`src/rtl/cim_pkg.sv`:
```
package cim_pkg;

  localparam int unsigned FW = 16;
  localparam int unsigned WW = 3 * FW;

  typedef logic [FW-1:0] fld_t;

  typedef struct packed {
    fld_t cnt;
    fld_t inc;
    fld_t mod;
  } cim_reg_t;

  typedef enum logic [4:0] {
    OP_LD_M, OP_LD_I, OP_LD_C, OP_LD_ALL,
    OP_RLD_M, OP_RLD_I, OP_RLD_C,
    OP_RD_M, OP_RD_I, OP_RD_C, OP_RD_ALL,
    OP_ADD_M, OP_ADD_I, OP_ADD_C, OP_ADD_ALL,
    OP_MOD_INC, OP_MOD_DEC,
    OP_CNT_NEG, OP_CNT_DEC,
    OP_INC_P1, OP_INC_M1, OP_INC_P2, OP_INC_M2,
    OP_CP_M, OP_CP_I, OP_CP_C, OP_CP_IM, OP_CP_CM, OP_CP_CI, OP_CP_ALL,
    OP_ACC, OP_ACC_AUTO
  } cim_op_e;

  localparam cim_reg_t RESET_FORM = '{cnt: '0, inc: fld_t'(1), mod: '0};

  function automatic fld_t f_add(input fld_t a, input fld_t b);
    return a + b;
  endfunction

  function automatic fld_t f_sub(input fld_t a, input fld_t b);
    return a - b;
  endfunction

  function automatic fld_t f_neg(input fld_t a);
    return (~a) + fld_t'(1);
  endfunction

  function automatic cim_reg_t f_lane_add(input cim_reg_t a, input cim_reg_t b);
    cim_reg_t r;
    r.cnt = f_add(a.cnt, b.cnt);
    r.inc = f_add(a.inc, b.inc);
    r.mod = f_add(a.mod, b.mod);
    return r;
  endfunction

  function automatic fld_t f_ea(input fld_t base, input fld_t mod, input logic nxt);
    return base + mod + fld_t'(nxt);
  endfunction

  function automatic logic f_is_read(input cim_op_e op);
    return op inside {OP_RD_M, OP_RD_I, OP_RD_C, OP_RD_ALL};
  endfunction

  function automatic logic f_is_copy(input cim_op_e op);
    return op inside {OP_CP_M, OP_CP_I, OP_CP_C, OP_CP_IM, OP_CP_CM, OP_CP_CI, OP_CP_ALL};
  endfunction

  function automatic logic f_is_access(input cim_op_e op);
    return op inside {OP_ACC, OP_ACC_AUTO};
  endfunction

endpackage

```
`src/rtl/cim_update.sv`:
```
module cim_update
  import cim_pkg::*;
(
  input  logic          valid,
  input  cim_op_e       op,
  input  cim_reg_t      src_val,
  input  cim_reg_t      dst_val,
  input  logic [WW-1:0] wdata,
  output logic          wr_en,
  output logic          wr_to_dst,
  output cim_reg_t      wr_val
);

  fld_t     lo;
  cim_reg_t wd;

  assign lo = wdata[FW-1:0];
  assign wd = cim_reg_t'(wdata);

  always_comb begin
    wr_en     = valid;
    wr_to_dst = valid && f_is_copy(op);
    wr_val    = src_val;
    case (op)
      OP_LD_M:     wr_val.mod = lo;
      OP_LD_I:     wr_val.inc = lo;
      OP_LD_C:     wr_val.cnt = lo;
      OP_LD_ALL:   wr_val = wd;
      OP_RLD_M:    begin wr_val = RESET_FORM; wr_val.mod = lo; end
      OP_RLD_I:    begin wr_val = RESET_FORM; wr_val.inc = lo; end
      OP_RLD_C:    begin wr_val = RESET_FORM; wr_val.cnt = lo; end
      OP_ADD_M:    wr_val.mod = f_add(src_val.mod, lo);
      OP_ADD_I:    wr_val.inc = f_add(src_val.inc, lo);
      OP_ADD_C:    wr_val.cnt = f_add(src_val.cnt, lo);
      OP_ADD_ALL:  wr_val = f_lane_add(src_val, wd);
      OP_MOD_INC:  wr_val.mod = f_add(src_val.mod, src_val.inc);
      OP_MOD_DEC:  wr_val.mod = f_sub(src_val.mod, src_val.inc);
      OP_CNT_NEG:  wr_val.cnt = f_neg(src_val.cnt);
      OP_CNT_DEC:  wr_val.cnt = f_sub(src_val.cnt, fld_t'(1));
      OP_INC_P1:   wr_val.inc = fld_t'(1);
      OP_INC_M1:   wr_val.inc = f_neg(fld_t'(1));
      OP_INC_P2:   wr_val.inc = fld_t'(2);
      OP_INC_M2:   wr_val.inc = f_neg(fld_t'(2));
      OP_CP_M:     begin wr_val = dst_val; wr_val.mod = src_val.mod; end
      OP_CP_I:     begin wr_val = dst_val; wr_val.inc = src_val.inc; end
      OP_CP_C:     begin wr_val = dst_val; wr_val.cnt = src_val.cnt; end
      OP_CP_IM:    begin wr_val = dst_val; wr_val.inc = src_val.inc; wr_val.mod = src_val.mod; end
      OP_CP_CM:    begin wr_val = dst_val; wr_val.cnt = src_val.cnt; wr_val.mod = src_val.mod; end
      OP_CP_CI:    begin wr_val = dst_val; wr_val.cnt = src_val.cnt; wr_val.inc = src_val.inc; end
      OP_CP_ALL:   wr_val = src_val;
      OP_ACC_AUTO: begin
        wr_val.mod = f_add(src_val.mod, src_val.inc);
        wr_val.cnt = f_sub(src_val.cnt, fld_t'(1));
      end
      default:     wr_en = 1'b0;
    endcase
  end

endmodule

```
`src/rtl/cim_bank.sv`:
```
module cim_bank
  import cim_pkg::*;
#(
  parameter  int unsigned NREG = 16,
  localparam int unsigned SELW = (NREG > 1) ? $clog2(NREG) : 1
) (
  input  logic            clk,
  input  logic            rst_n,
  input  logic            we,
  input  logic [SELW-1:0] widx,
  input  cim_reg_t        wval,
  input  logic [SELW-1:0] ridx_a,
  input  logic [SELW-1:0] ridx_b,
  output cim_reg_t        rval_a,
  output cim_reg_t        rval_b,
  output logic [NREG-1:0] cz_flags
);

  cim_reg_t view [NREG];

  for (genvar g = 0; g < NREG; g++) begin : g_ent
    cim_reg_t ent_q;

    always_ff @(posedge clk or negedge rst_n) begin
      if (!rst_n) begin
        ent_q <= '0;
      end else if (we && (widx == SELW'(g))) begin
        ent_q <= wval;
      end
    end

    assign view[g]     = ent_q;
    assign cz_flags[g] = (ent_q.cnt == '0);
  end

  assign rval_a = view[ridx_a];
  assign rval_b = view[ridx_b];

endmodule

```
`src/rtl/cim_addr_gen.sv`:
```
module cim_addr_gen
  import cim_pkg::*;
(
  input  logic    clk,
  input  logic    rst_n,
  input  logic    valid,
  input  cim_op_e op,
  input  fld_t    base,
  input  fld_t    mod,
  input  logic    nxt,
  output fld_t    addr_q,
  output logic    addr_vld_q
);

  logic fire;
  assign fire = valid && f_is_access(op);

  always_ff @(posedge clk or negedge rst_n) begin
    if (!rst_n) begin
      addr_q     <= '0;
      addr_vld_q <= 1'b0;
    end else begin
      addr_vld_q <= fire;
      if (fire) addr_q <= f_ea(base, mod, nxt);
    end
  end

endmodule

```
`src/rtl/cim_index_file.sv`:
```
module cim_index_file
  import cim_pkg::*;
#(
  parameter  int unsigned NREG = 16,
  localparam int unsigned SELW = (NREG > 1) ? $clog2(NREG) : 1
) (
  input  logic            clk,
  input  logic            rst_n,
  input  logic            op_valid,
  input  logic [4:0]      op_code,
  input  logic [SELW-1:0] sel_src,
  input  logic [SELW-1:0] sel_dst,
  input  logic [WW-1:0]   wdata,
  input  logic [FW-1:0]   base_addr,
  input  logic            next_word,
  output logic [FW-1:0]   addr_out,
  output logic            addr_valid,
  output logic [WW-1:0]   rd_data,
  output logic            rd_valid,
  output logic [NREG-1:0] cz_flags
);

  cim_op_e         op;
  cim_reg_t        rd_a;
  cim_reg_t        rd_b;
  cim_reg_t        upd_val;
  logic            upd_we;
  logic            upd_to_dst;
  logic [SELW-1:0] wr_idx;
  logic [WW-1:0]   rd_next;
  logic            rd_fire;

  assign op     = cim_op_e'(op_code);
  assign wr_idx = upd_to_dst ? sel_dst : sel_src;

  cim_bank #(.NREG(NREG)) u_bank (
    .clk      (clk),
    .rst_n    (rst_n),
    .we       (upd_we),
    .widx     (wr_idx),
    .wval     (upd_val),
    .ridx_a   (sel_src),
    .ridx_b   (sel_dst),
    .rval_a   (rd_a),
    .rval_b   (rd_b),
    .cz_flags (cz_flags)
  );

  cim_update u_upd (
    .valid     (op_valid),
    .op        (op),
    .src_val   (rd_a),
    .dst_val   (rd_b),
    .wdata     (wdata),
    .wr_en     (upd_we),
    .wr_to_dst (upd_to_dst),
    .wr_val    (upd_val)
  );

  cim_addr_gen u_agen (
    .clk        (clk),
    .rst_n      (rst_n),
    .valid      (op_valid),
    .op         (op),
    .base       (base_addr),
    .mod        (rd_a.mod),
    .nxt        (next_word),
    .addr_q     (addr_out),
    .addr_vld_q (addr_valid)
  );

  assign rd_fire = op_valid && f_is_read(op);

  always_comb begin
    case (op)
      OP_RD_M: rd_next = WW'(rd_a.mod);
      OP_RD_I: rd_next = WW'(rd_a.inc);
      OP_RD_C: rd_next = WW'(rd_a.cnt);
      default: rd_next = rd_a;
    endcase
  end

  always_ff @(posedge clk or negedge rst_n) begin
    if (!rst_n) begin
      rd_data  <= '0;
      rd_valid <= 1'b0;
    end else begin
      rd_valid <= rd_fire;
      if (rd_fire) rd_data <= rd_next;
    end
  end

endmodule

```
`config.mk`:
```
export PLATFORM = sky130hd
export DESIGN_NAME = cim_index_file
export DESIGN_NICKNAME = d
export VERILOG_FILES = /design/src/rtl/cim_pkg.sv /design/src/rtl/cim_update.sv /design/src/rtl/cim_bank.sv /design/src/rtl/cim_addr_gen.sv /design/src/rtl/cim_index_file.sv
export SDC_FILE = /design/constraint.sdc
export NUM_CORES = 2
export LEC_CHECK = 0
export BUFFER_PORTS_ARGS = -buffer_cell sky130_fd_sc_hd__clkbuf_2
export CAP_MARGIN = 20
export CORE_MARGIN = 2
export CORE_UTILIZATION = 41
export CTS_BUF_LIST = sky130_fd_sc_hd__clkbuf_8
export DETAILED_ROUTE_END_ITERATION = 7
export GPL_ROUTABILITY_DRIVEN = 0
export PLACE_DENSITY = 0.64
export SKIP_CTS_REPAIR_TIMING = 1
export SKIP_LAST_GASP = 1
export SLEW_MARGIN = 10
export SYNTH_ARGS = -nofsm -noshare
export SYNTH_HDL_FRONTEND = slang
export SYNTH_HIERARCHICAL = 1
export SYNTH_SLANG_ARGS = --single-unit
```
`constraint.sdc`:
```
create_clock -name clk -period 5.8 [get_ports clk]
set_input_delay 0.29 -clock clk [delete_from_list [all_inputs] [get_ports clk]]
set_output_delay 0.29 -clock clk [all_outputs]
set_load 0.05 [all_outputs]
```
After elaboration in Yosys (flattened, before gate mapping)
Cells that the tools add are included.
{ "totals": {"reg_bits": 834, "latchBits": 0, "ramBits": 0, "mem_bits_ro": 0, "inputBits": 81, "word_cells": 179, "mem_count": 0} }
{ "op_classes": {"add_sub_neg": 11, "multipliers": 0, "div_mod_pow": 0, "magnitude_cmp": 2, "eq_ne": 46, "n_shift": 0, "muxes": 12, "bitwise": 3, "n_reduce_logical": 53} }
{ "op_table": {"columns": ["op", "count"], "rows": [
  ["binary-select mux 48 bit (select 4 bit)", 2],
  ["logical NOT 16 bit", 16],
  ["2-to-1 mux 48 bit", 4],
  ["one-hot mux 16 bit (9 select lines)", 1],
  ["one-hot mux 48 bit (3 select lines)", 1],
  ["one-hot mux 16 bit (8 select lines)", 1],
  ["adder 16 bit", 7],
  ["one-hot mux 16 bit (6 select lines)", 1],
  ["== test 5 bit, second input constant", 16],
  ["== test 5 x 4 -> 1 bit, second input constant", 8],
  ["== test 4 bit, second input constant", 8],
  ["OR reduction 27 bit", 1],
  ["== test 5 x 3 -> 1 bit, second input constant", 4],
  ["logical AND 1 bit", 19],
  ["adder 16 x 1 -> 16 bit", 1],
  ["adder 16 x 1 -> 16 bit, second input constant", 1],
  ["== test 4 x 3 -> 1 bit, second input constant", 4],
  ["inverter 16 bit", 1],
  ["subtractor 16 x 1 -> 16 bit, second input constant", 1],
  ["subtractor 16 bit", 1],
  ["OR reduction 3 bit", 5],
  ["OR reduction 2 bit", 7],
  ["== test 5 x 2 -> 1 bit, second input constant", 2],
  ["greater-or-equal comparator 5 bit, second input constant", 2],
  ["other kinds (11)", 13]
]} }

Logic depth before layout (Yosys ltp)
{ "logic_depth": {"word_depth": 7, "mapped_depth": 23, "mapped_depth_nobuf": 19} }

By module
Netlist, hierarchy kept.
{ "modules_own_cells": {"columns": ["module", "instances", "cells_per_inst", "area_per_inst_um2", "seq_area_each_um2"], "rows": [
  ["cim_bank", 1, 2574, 40546.4, 19218.4],
  ["cim_update", 1, 826, 5554.1, 0.0],
  ["cim_index_file", 1, 186, 2245.9, 1226.2],
  ["cim_addr_gen", 1, 170, 1487.7, 425.4]
]} }

Worst setup path after synthesis
No wires, ideal clock.
{ "synth_timing": {"path_type": "input port to flip-flop", "start": "input port sel_src[0]", "end": "register u_bank/g_ent[3].ent_q[14] (netlist bit)", "setup_ns": 0.065, "arrival_time_ns": 4.978, "slack_ns": 0.757, "cell_stages": 20, "path_cell_list": "clkbuf_1 buf_2 buf_2 mux4_2 a22oi_1 nand2_1 inv_1 ha_1 nand2_1 nor3b_1 a221o_1 ha_1 o21a_1 o31a_1 or4_1 a31oi_1 o21ai_0 o311ai_0 clkbuf_1 mux2_2"} }
{ "synth_rtl": {"columns": ["item", "line_no", "text"], "rows": [
  ["start: declaration", "cim_index_file.sv:11", "input logic [SELW-1:0] sel_src,"],
  ["end signal: assignment", "cim_bank.sv:28", "ent_q <= wval;"],
  ["end: declaration", "cim_bank.sv:22", "cim_reg_t ent_q;"]
]} }

==> metrics.md <==
| Metric | Value |
|---|---|
| CTS tree | yes |
| Cell Int Power | 14.7 mW |
| Hpwl dp | 109000 um |
| Arrival time worst endpoint | 5.88 ns |
| Share of cells above drive strength 1 | 44.1% |
| Max transition margin | 21.8% |
| Post-synth EDFFs | 0 |
| Commonest non-fill, non-tap cell in the layout | dfrtp_1 |
| Post-DP Area | 52900 um^2 |
| DR WL met3 | 18200 um |
| Pwr per Cell Area | 417 nW/um^2 |
| Max Fanout on Critical Path | 16 |
| Worst path required time | 6.53 ns |
| Max Clk Rate | 194 MHz |
| Clock power share | 23.9% |
| Syn Inst Count | 3756 |
| Remaining antenna violation count | 0 |
| Unrepaired setup endpoints after global routing | no |
| FP Rows | 127 |
| Sw frac | 36.9% |
| Root Buffer | clkbuf_8 |
| Clk pin slew, worst setup/hold paths | 0.06 ns |
| Async S/R FF share, synth | 100% |
| Worst setup endpoint | u_bank/g_ent[10].ent_q[15] |
| DR WL/cell | 29.6 um |
| Worst hold slack | -0.0324 ns |
| Core area | 120000 um^2 |
| Vias | 36.9k |
| DR iter-0 viols | 4979 |
| FF-to-FF End | u_bank/g_ent[10].ent_q[15] |
| Min Clock Period, post-route | 5.15 ns |
| Largest net degree at the start of global routing | 155 |
| Final net count | 4070 |
| Outcome | finished with violations |
| TNS Setup | 0 ns |
| Post-Route WL | 167000 um |
| # DRC | 5 |
| I/O pin total | 163 |
| First-pass GRT wire length | 247000 um |
| CTS Sinks | 834 |
| Worst skew pair latency | 0.85 ns |
| Worst reg2reg startpoint | u_bank/g_ent[11].ent_q[16] |
| Flop pwr share | 39.0% |
| Type of origin of the critical path | register |
| Initial Util | 41.4% |
| Worst Setup SP | u_bank/g_ent[11].ent_q[16] |
| Commonest non-fill, non-tap cells in the layout | 834 x dfrtp_1, 723 x mux2_2, 384 x mux4_2, 212 x nand2_1, 207 x a22oi_1 |
| Netlist Area Pre-Place | 49800 um^2 |
| Final non-filler cell area | 55900 um^2 |
| Clock skew | 0.0565 ns |
| Area added between synthesis and finish | 12.3% |
| Initial DRT Pass Iterations | 8 |
| Vias in the first global route | 36.7k |
| Die Wd | 353 um |
| Gate power share | 37.1% |
| YS warnings | 6 |
| R2r setup slk | 0.65 ns |
| Final setup fails | 0 |
| Die Span Y | 353 um |
| Overall Global Routing Usage | 26.5% |
| Via density | 6.54 |
| Worst-Margin Slew | 1.16 ns |
| Met2 WL | 73200 um |
| DRT met1 WL | 67500 um |
| Hold Fails Final Rpt | 1 |
| Static leakage | 25.1 nW |
| Average cell area after synthesis | 13.3 um^2 |
| Htree depth | 4 |
| Final Util | 46.5% |
| Top routing layer in use | met5 |
| Sequential share of the synthesized area | 41.9% |
| Synth Register Bits | 834 |
| Worst Reg-to-Reg Cells | 18 |
| Syn Nets | 3906 |
| Max Root-Sink Buffers | 3 |
| Failing checks | DRC, hold timing |
| GRT overflow | 0 |
| Max Slew Vio Count | 0 |
| CTS Buf Count | 145 |
| Switching pwr | 8.60 mW |
| Critical Path Sink Type | register |
| Initial antenna violation count | 24 |
| Maximum vdd drop | 0.219 mV |
| Hold Crit Class | in2reg |
| Part of the cycle the worst path needs | 88.8% |
| Maxcap violations | 0 |
| Number of library cell types mapped by synthesis | 94 |
| Buffers added on ports | 162 |
| Die area | 124000 um^2 |
| Kind of critical path | reg2reg |
| Ys flop type | dfrtp_1 |
-- how the worst min path moves through the flow --
stage / from / to / slack [ns] / cells after the start
after floorplan: rst_n / rd_data[0] / -0.006 / 0
after global placement: rst_n / u_bank/g_ent[2].ent_q[25] / 0.42 / 1
after detailed placement: rst_n / u_bank/g_ent[3].ent_q[25] / 0.42 / 1
after CTS: rst_n / u_bank/g_ent[13].ent_q[21] / -0.50 / 1
after global routing: base_addr[13] / u_agen/addr_q[14] / 0.002 / 4
final: base_addr[13] / u_agen/addr_q[14] / -0.03 / 4
-- logic make-up after synthesis --
| group | share of synthesized area, % |
|---|---|
| compound gates | 9.00 |
| xor+xnor | 1.00 |
| fa+ha+maj | 1.81 |
| buf+inv | 3.70 |
| flops | 41.9 |
| mux | 36.4 |
| simple gates | 6.23 |
-- metal layers --
metal  track usage [%]  up-vias
met2              38.6     2024
met5                 0        -
met1              36.4    19284
met4              12.0       34
li1                  -    15095
met3              7.93      463
-- registers in the layout (all words and copies together) (netlist names) --
signal	flops
rd_valid	1
rd_data	48
u_bank/g_ent.ent_q	768
u_agen/addr_q	16
u_agen/addr_vld_q	1
-- Yosys cell counts (19+ instances only) --
master / n / area (um^2)
dfrtp_1: 834 / 20900
a21oi_1: 43 / 215
clkbuf_1: 168 / 631
nand2_1: 213 / 800
mux2i_1: 40 / 400
a222oi_1: 42 / 420
mux2_2: 723 / 8140
a21o_1: 19 / 143
and4_1: 19 / 166
xnor2_1: 38 / 333
xor2_1: 19 / 166
nor3_1: 35 / 175
nor2b_1: 20 / 125
inv_1: 53 / 199
nor4_1: 77 / 482
buf_2: 92 / 460
mux2_4: 60 / 901
buf_6: 31 / 349
a22o_1: 34 / 298
nor2_1: 86 / 323
mux4_2: 384 / 8650
a31oi_1: 20 / 125
a22oi_1: 207 / 1550
ha_1: 64 / 801
o21ai_0: 103 / 515
nand3_1: 20 / 100
-- critical path, stage by stage, from the launching register on --
cell      delay, ns
dfrtp_1        0.39
mux4_2         0.47
a22oi_1        0.20
nand2_1        0.25
inv_1          0.19
ha_1           0.25
nand3_1        0.24
nand3b_1       0.32
a222oi_1       0.33
inv_1          0.08
ha_1           0.36
a21oi_1        0.30
o21a_1         0.19
o21ai_0        0.08
a211o_1        0.25
xnor2_1        0.14
nor3b_1        0.16
a211o_1        0.49
mux2_2         0.35
-- metrics by stage --
stage,hold slack [ns],setup WS (ns),cells,power [mW]
3_5_place_dp,0.424,0.333,5376,17.6
4_1_cts,-0.496,0.768,5630,23.2
5_1_grt,0.00240,0.414,5641,24.4
6_report,-0.0324,0.651,5644,23.3
3_3_place_gp,0.415,0.370,5374,17.3
2_1_floorplan,-0.00559,0.757,3756,14.7
-- power groups by stage --
stage	sequential (mW)	clock, mW	combinational, mW
after floorplan	8.97	0	5.77
after global placement	9.03	0	8.30
after detailed placement	9.14	0	8.46
after CTS	9.06	5.68	8.48
after global routing	9.34	5.94	9.12
final	9.10	5.57	8.64
-- final cells by class --
class                      count  area, um^2
fill                       10698       64300
timing repair buffer         343        2550
sequential                   834       20900
clock buffer                 175        2410
clock inverter                79         538
inverter                      54         203
multi-input combinational   2542       27300
antenna                        5        12.5
tap                         1612        2020
(Power assumes the default switching activity.)
